**config.mk**
```make
export PLATFORM = sky130hd
export DESIGN_NAME = ddr_init_seq
export DESIGN_NICKNAME = d
export VERILOG_FILES = /design/src/rtl/ddr_init_seq.sv
export SDC_FILE = /design/constraint.sdc
export NUM_CORES = 1
export LEC_CHECK = 0
export ABC_CLOCK_PERIOD_IN_PS = 2100
export CAP_MARGIN = 20
export CORE_MARGIN = 2
export CORE_UTILIZATION = 50
export DETAILED_ROUTE_END_ITERATION = 10
export PLACE_DENSITY_LB_ADDON = 0.15
export SYNTH_ARGS = -nofsm -noshare
export SYNTH_HDL_FRONTEND = slang
export SYNTH_SLANG_ARGS = --single-unit
```
**constraint.sdc**
```tcl
create_clock -name clk -period 2.1 [get_ports clk]
set_input_delay 0.525 -clock clk [delete_from_list [all_inputs] [get_ports clk]]
set_output_delay 0.525 -clock clk [all_outputs]
set_load 0.05 [all_outputs]
```
**src/rtl/ddr_init_seq.sv**
```systemverilog
`timescale 1ns/1ps
module ddr_init_seq #(
  parameter int CLK_HZ      = 200_000_000,
  parameter int POWERUP_US  = 200,
  parameter int T_RP        = 3,
  parameter int T_MRD       = 2,
  parameter int T_RFC       = 14,
  parameter int DLL_LOCK    = 200,
  parameter int ROW_W       = 13,
  parameter int BA_W        = 2,
  parameter int DLL_RST_BIT = 8,
  parameter int AP_BIT      = 10,
  parameter logic [ROW_W-1:0] MR_VAL  = 'h062,
  parameter logic [ROW_W-1:0] EMR_VAL = 'h000
) (
  input  logic             clk,
  input  logic             rst,
  output logic             cke,
  output logic             cs_n,
  output logic             ras_n,
  output logic             cas_n,
  output logic             we_n,
  output logic [BA_W-1:0]  ba,
  output logic [ROW_W-1:0] addr,
  output logic             init_done,
  output logic             read_ok
);
  localparam int PWR_CYC = (CLK_HZ / 1_000_000) * POWERUP_US;
  localparam int M1      = PWR_CYC > T_RFC ? PWR_CYC : T_RFC;
  localparam int M2      = M1 > T_RP ? M1 : T_RP;
  localparam int CNT_MAX = M2 > T_MRD ? M2 : T_MRD;
  localparam int CW      = $clog2(CNT_MAX + 1);
  localparam int LW      = $clog2(DLL_LOCK + 1);
  localparam logic [ROW_W-1:0] RST_MASK = ROW_W'(1) << DLL_RST_BIT;

  typedef enum logic [3:0] {
    S_PWR, S_NOP, S_PRE1, S_EMR, S_MRR, S_PRE2, S_REF1, S_REF2, S_MRF, S_TAIL, S_DONE
  } step_t;

  step_t         step;
  logic [CW-1:0] cnt;
  logic [LW-1:0] lock;
  logic          armed;
  logic          issue;
  int            gap;
  logic [3:0]    cmd;

  assign issue = (step >= S_NOP) && (step <= S_MRF) && (cnt == '0);

  always_comb begin
    case (step)
      S_PRE1, S_PRE2:       gap = T_RP;
      S_EMR, S_MRR, S_MRF:  gap = T_MRD;
      S_REF1, S_REF2:       gap = T_RFC;
      default:              gap = 1;
    endcase
  end

  always_ff @(posedge clk) begin
    if (rst) begin
      step <= S_PWR;
      cnt  <= CW'(PWR_CYC - 1);
    end else if (step != S_DONE) begin
      if (cnt != '0) begin
        cnt <= cnt - 1'b1;
      end else begin
        step <= step_t'(step + 4'd1);
        if (step != S_PWR && step != S_TAIL) cnt <= CW'(gap - 1);
      end
    end
  end

  always_ff @(posedge clk) begin
    if (rst) begin
      armed <= 1'b0;
      lock  <= '0;
    end else if (issue && step == S_MRR) begin
      armed <= 1'b1;
      lock  <= LW'(DLL_LOCK - 1);
    end else if (lock != '0) begin
      lock <= lock - 1'b1;
    end
  end

  always_comb begin
    cmd  = 4'b1111;
    ba   = '0;
    addr = '0;
    if (issue) begin
      case (step)
        S_NOP:          cmd = 4'b0111;
        S_PRE1, S_PRE2: begin cmd = 4'b0010; addr[AP_BIT] = 1'b1; end
        S_REF1, S_REF2: cmd = 4'b0001;
        S_EMR:          begin cmd = 4'b0000; ba = BA_W'(1); addr = EMR_VAL; end
        S_MRR:          begin cmd = 4'b0000; addr = MR_VAL | RST_MASK; end
        S_MRF:          begin cmd = 4'b0000; addr = MR_VAL & ~RST_MASK; end
        default:        cmd = 4'b1111;
      endcase
    end
  end

  assign {cs_n, ras_n, cas_n, we_n} = cmd;
  assign cke       = (step != S_PWR);
  assign init_done = (step == S_DONE) || (step == S_TAIL && cnt == '0);
  assign read_ok   = armed && (lock == '0);
endmodule

```
Word level (Yosys, flattened, before mapping):

Cells that the tools add are included.

* input port bits: 2
* word-level logic and storage cells: 56
* output and inout port bits: 22
* register bits after elaboration: 29

* $add $sub $neg: 4
* bitwise logic cells: 1
* multiplexer cells: 12
* reduce and logical (&&, ||, !) cells: 20
* eq/ne operators: 12
* order comparisons: 2

Operators with widths (count)
* $mux 16: 2
* $pmux 9 s2: 1
* $eq 4x3->1 const B: 4
* $logic_not 16->1: 1
* $mux 8: 2
* $pmux 4 s4: 1
* $reduce_bool 16->1: 1
* $sub 16x1->16 const B: 1
* $sub 16x2->16 const B: 1
* $eq 4x4->1 const B: 3
* $pmux 4 s3: 1
* $mux 11: 1
* $eq 4x2->1 const B: 2
* $logic_not 8->1: 1
* $ne 4x4->1 const B: 2
* $reduce_bool 8->1: 1
* $sub 8x1->8 const B: 1
* $logic_and 1x1->1: 6
* $reduce_or 2->1: 3
* $add 4x1->4 const B: 1
* $eq 4x1->1 const B: 1
* $ge 4x1->1 const B: 1
* $le 4x4->1 const B: 1
* $mux 4: 1
* 7 further kinds: 11

Depth between registers and ports, before layout:

* word-level depth: 6
* depth in mapped cells: 9
* gate-level depth less buffers: 7

Worst setup path after synthesis:

Ideal clock, no wire load.

* kind: register -> output
* from: register cnt[0]
* to: output port init_done
* data arrival time: 2527 ps
* data required time: 1575 ps
* stages on the path, launching flop included: 9
* path slack: -952 ps
* path buffers: 2
* path through: dfxtp_1 > inv_1 > ha_1 > nor4b_4 > and4_1 > buf_4 > buf_4 > a21oi_1 > nor3b_1

* word-level cells in the longest chain between the ends: 3

Ends and longest elaborated chain
* start: declaration: RTL line 41 `logic [CW-1:0] cnt;`
* start signal: assignment: RTL line 62 `cnt <= CW'(PWR_CYC - 1);`
* start signal: assignment: RTL line 65 `cnt <= cnt - 1'b1;`
* start signal: assignment: RTL line 68 `if (step != S_PWR && step != S_TAIL) cnt <= CW'(gap - 1);`
* $logic_not 16->1: RTL line 104 `assign init_done = (step == S_DONE) || (step == S_TAIL && cnt == '0);`
* $logic_and 1x1->1: RTL line 104
* $logic_or 1x1->1: RTL line 104
* end: declaration: RTL line 25 `output logic init_done,`

No other way between the ends.

Final worst setup path:

* from: register cnt[1]
* to: output port init_done

Same word-level chain as after synthesis.

==> run_results.csv <==
group,metric,value,unit
run_status,failed_checks,"negative setup slack",
worst_setup_path,cp-start-kind,"flop",
die,dieArea,0.00448,mm^2
place,dp.cells,342,
yosys,synth-edff-count,0,
detailed_routing,vias_per_cell,5.67,
hold_path,min_from,"armed",
yosys,synth_top_area_share,29.3,%
place,place_area,0.00266,mm^2
cts,root_buffer,"clkbuf_8",
worst_setup_path,required,1570,ps
worst_setup_path,worstSetupPathType,"flop to primary output",
power_and_ir_drop,p_leak,1.31,nW
power_and_ir_drop,p_total,1.86,mW
yosys,synth_top_area_cell,"dfxtp_1",
worst_setup_path,cpPeakStageDelay,320,ps
die,die_h,66.9,um
hold_path,hold_class,"flop to flop",
die,rows,22,
detailed_routing,drtIter0Drc,141,
detailed_routing,wl,5.48,mm
global_routing,grt_pass1_wl,8.62,mm
finish,area_delta_synth_final,51.5,%
worst_setup_path,r2r_slack,40,ps
yosys,postSynthCellCount,240,
global_routing,overflow,0,
power_and_ir_drop,powerDensity,619,mW/mm^2
timing,setup_viol,12,
finish,nets,324,
timing,hold_slack,487,ps
timing,fin_tns_setup,-3250,ps
detailed_routing,post_drt_wl_per_cell,15.1,um
timing,setup_ws,-343,ps
finish,drive_above_1_share,44.3,%
worst_setup_path,regToRegStartpoint,"step[1]",
die,coreArea,0.00374,mm^2
cts,cts_tree,"built",
die,die_x,66.9,um
timing,rsz0062_at_grt,"yes",
timing,finalCritPeriodShare,116,%
yosys,async_flop_share,0,%
worst_setup_path,critical_path_buf_inv_count,4,
detailed_routing,ant_nets,0,
detailed_routing,num_vias,2054,
cts,cts.clk_slew.worst_paths,70,ps
power_and_ir_drop,peakVddDrop,0.533,mV
cts,cts_buffers,5,
yosys,avgSynthCellArea,8.25,um^2
cts,clockBufferDepth,2,
detailed_routing,dr.pass1.iters,4,
timing,clock_skew,11.8,ps
worst_setup_path,path_delay_family,"simple AND/OR/NAND/NOR gates",
finish,antennaDiodeCount,0,
yosys,netlist_top_cells_count,"dfxtp_1, nor2_1, nand2_1",
yosys,syn-cell-area,0.00198,mm^2
yosys,synth_flop_cell,"dfxtp_1",
timing,maxSlewViolCount,0,
place,place_hpwl,3.71,mm
worst_setup_path,worstPathCellList,"inv_2 > ha_4 > nor4b_4 > buf_4 > and4_4 > buf_6 > a21oi_4 > nor3b_4 > buf_12",
global_routing,grt_pass1_vias,1899,
place,place.gp.congestion,0.846,
global_routing,antenna_found_initial,0,
cts,ctsHtreeMaxLevel,2,
global_routing,track_usage,25.7,%
worst_setup_path,arrival,1920,ps
place,numPortBuffers,14,
flow_run,cap_violations,0,
finish,fin_cells,362,
die,start_util,52.9,%
yosys,yosysWarnings,0,
timing,hold_violations,0,
finish,utilization,80.2,%
yosys,netlist_top_cells_area,"dfxtp_1, ha_1, buf_4",
worst_setup_path,reg2reg_to,"cnt[0]",
finish,num-fill-cells,240,
hold_path,min_to,"armed",
run_status,status,"finished, violations left",
place,dp_slack,-120,ps
finish,design_area,0.00300,mm^2
cts,clock_sinks,29,
die,io_pins,24,
yosys,yosys.cell_types.count,54,
worst_setup_path,slowest_stage,"dfxtp_2",
global_routing,grt_max_degree,27,
timing,max_freq,409,MHz
hold_path,whs_path_depth,2,
worst_setup_path,reg2reg_depth,9,
yosys,ys_seq_elements,29,
yosys,yosysSeqAreaShare,29.3,%
worst_setup_path,critical_path.max_fanout,5,
yosys,synth.most_common_cell,"dfxtp_1",
timing,period_needed,2440,ps
worst_setup_path,cp-end-kind,"primary output",
cts,insertion_delay,290,ps
detailed_routing,drc,0,
==> layout make-up <==
cell class                 count  area, um^2  area share (%)
multi-input combinational    187        1450            48.4
sequential                    29         593            19.8
timing repair buffer          81         757            25.2
clock inverter                 1        5.00           0.167
clock buffer                   7        96.3            3.21
inverter                       9        36.3            1.21
tap                           48        60.1            2.00
==> worst register-to-register path: stages, from the launching register on <==
cell	delay, ps
dfxtp_2	340
buf_4	140
ha_4	170
or4b_4	490
o311a_4	150
buf_4	140
buf_4	120
buf_4	120
a211o_1	280
nand3b_1	70
==> metal layers <==
metal  track usage, %  vias to the layer above  wire length [um]
met5                0                        -                 0
met4             7.91                        0                45
met1             32.9                      996              2360
met2             41.4                       54              2800
met3             7.43                        8               275
li1                 -                      996                 -
==> cells by family (layout without fill, tap and decap cells) <==
family,count (synthesis),after routing,share of synthesized area [%]
AO/OA/AOI/OAI,51,51,17.4
AND/OR/NAND/NOR,102,102,31.1
flip-flops,29,29,29.3
multiplexers,4,4,2.27
XOR/XNOR,12,12,5.31
other,1,9,0.189
adder cells (fa/ha/maj),9,9,5.69
buffers and inverters,32,98,8.78
==> report_power, final <==
group	internal [mW]	switching [mW]
clock network	0.296	0.217
logic	0.336	0.317
registers	0.624	0.0700
total	1.26	0.604
==> what timing repair did <==
item,CTS,global route
gates resized for setup,21,18
hold buffers,0,0
endpoints found under the setup margin,12,18
pin swaps,7,2
buffers inserted,9,3
==> flip-flops by register name (all words and copies together), names as in the netlist <==
name	cells
step	4
lock	8
cnt	16
armed	1
==> cells in the final DEF, fill, tap and decap left out, types with 3 or more instances in the layout <==
cell	n
nand3_1	6
nor2_1	24
xnor2_1	4
dfxtp_1	23
nand2_2	3
buf_6	5
buf_4	64
nand3b_1	5
o21bai_1	3
and3_4	3
clkbuf_8	7
o211ai_1	3
ha_4	4
a211o_1	5
inv_2	3
a211oi_1	3
nor4_1	4
xor2_1	8
mux2i_1	3
and2_4	3
conb_1	9
nor3_1	10
a21oi_1	12
or4_1	6
dfxtp_2	4
inv_1	5
buf_12	9
o21ai_0	8
nand4_1	3
ha_1	4
nand2_1	11
o21ai_2	3
==> worst max path at each step <==
stage	from	end	cells after the start
after floorplan	cnt[1]	init_done	8
after global placement	cnt[1]	init_done	9
after detailed placement	cnt[1]	init_done	9
after CTS	cnt[1]	init_done	9
after global routing	cnt[1]	init_done	9
final	cnt[1]	init_done	9
Note: power is estimated with default switching activity, not from simulation.
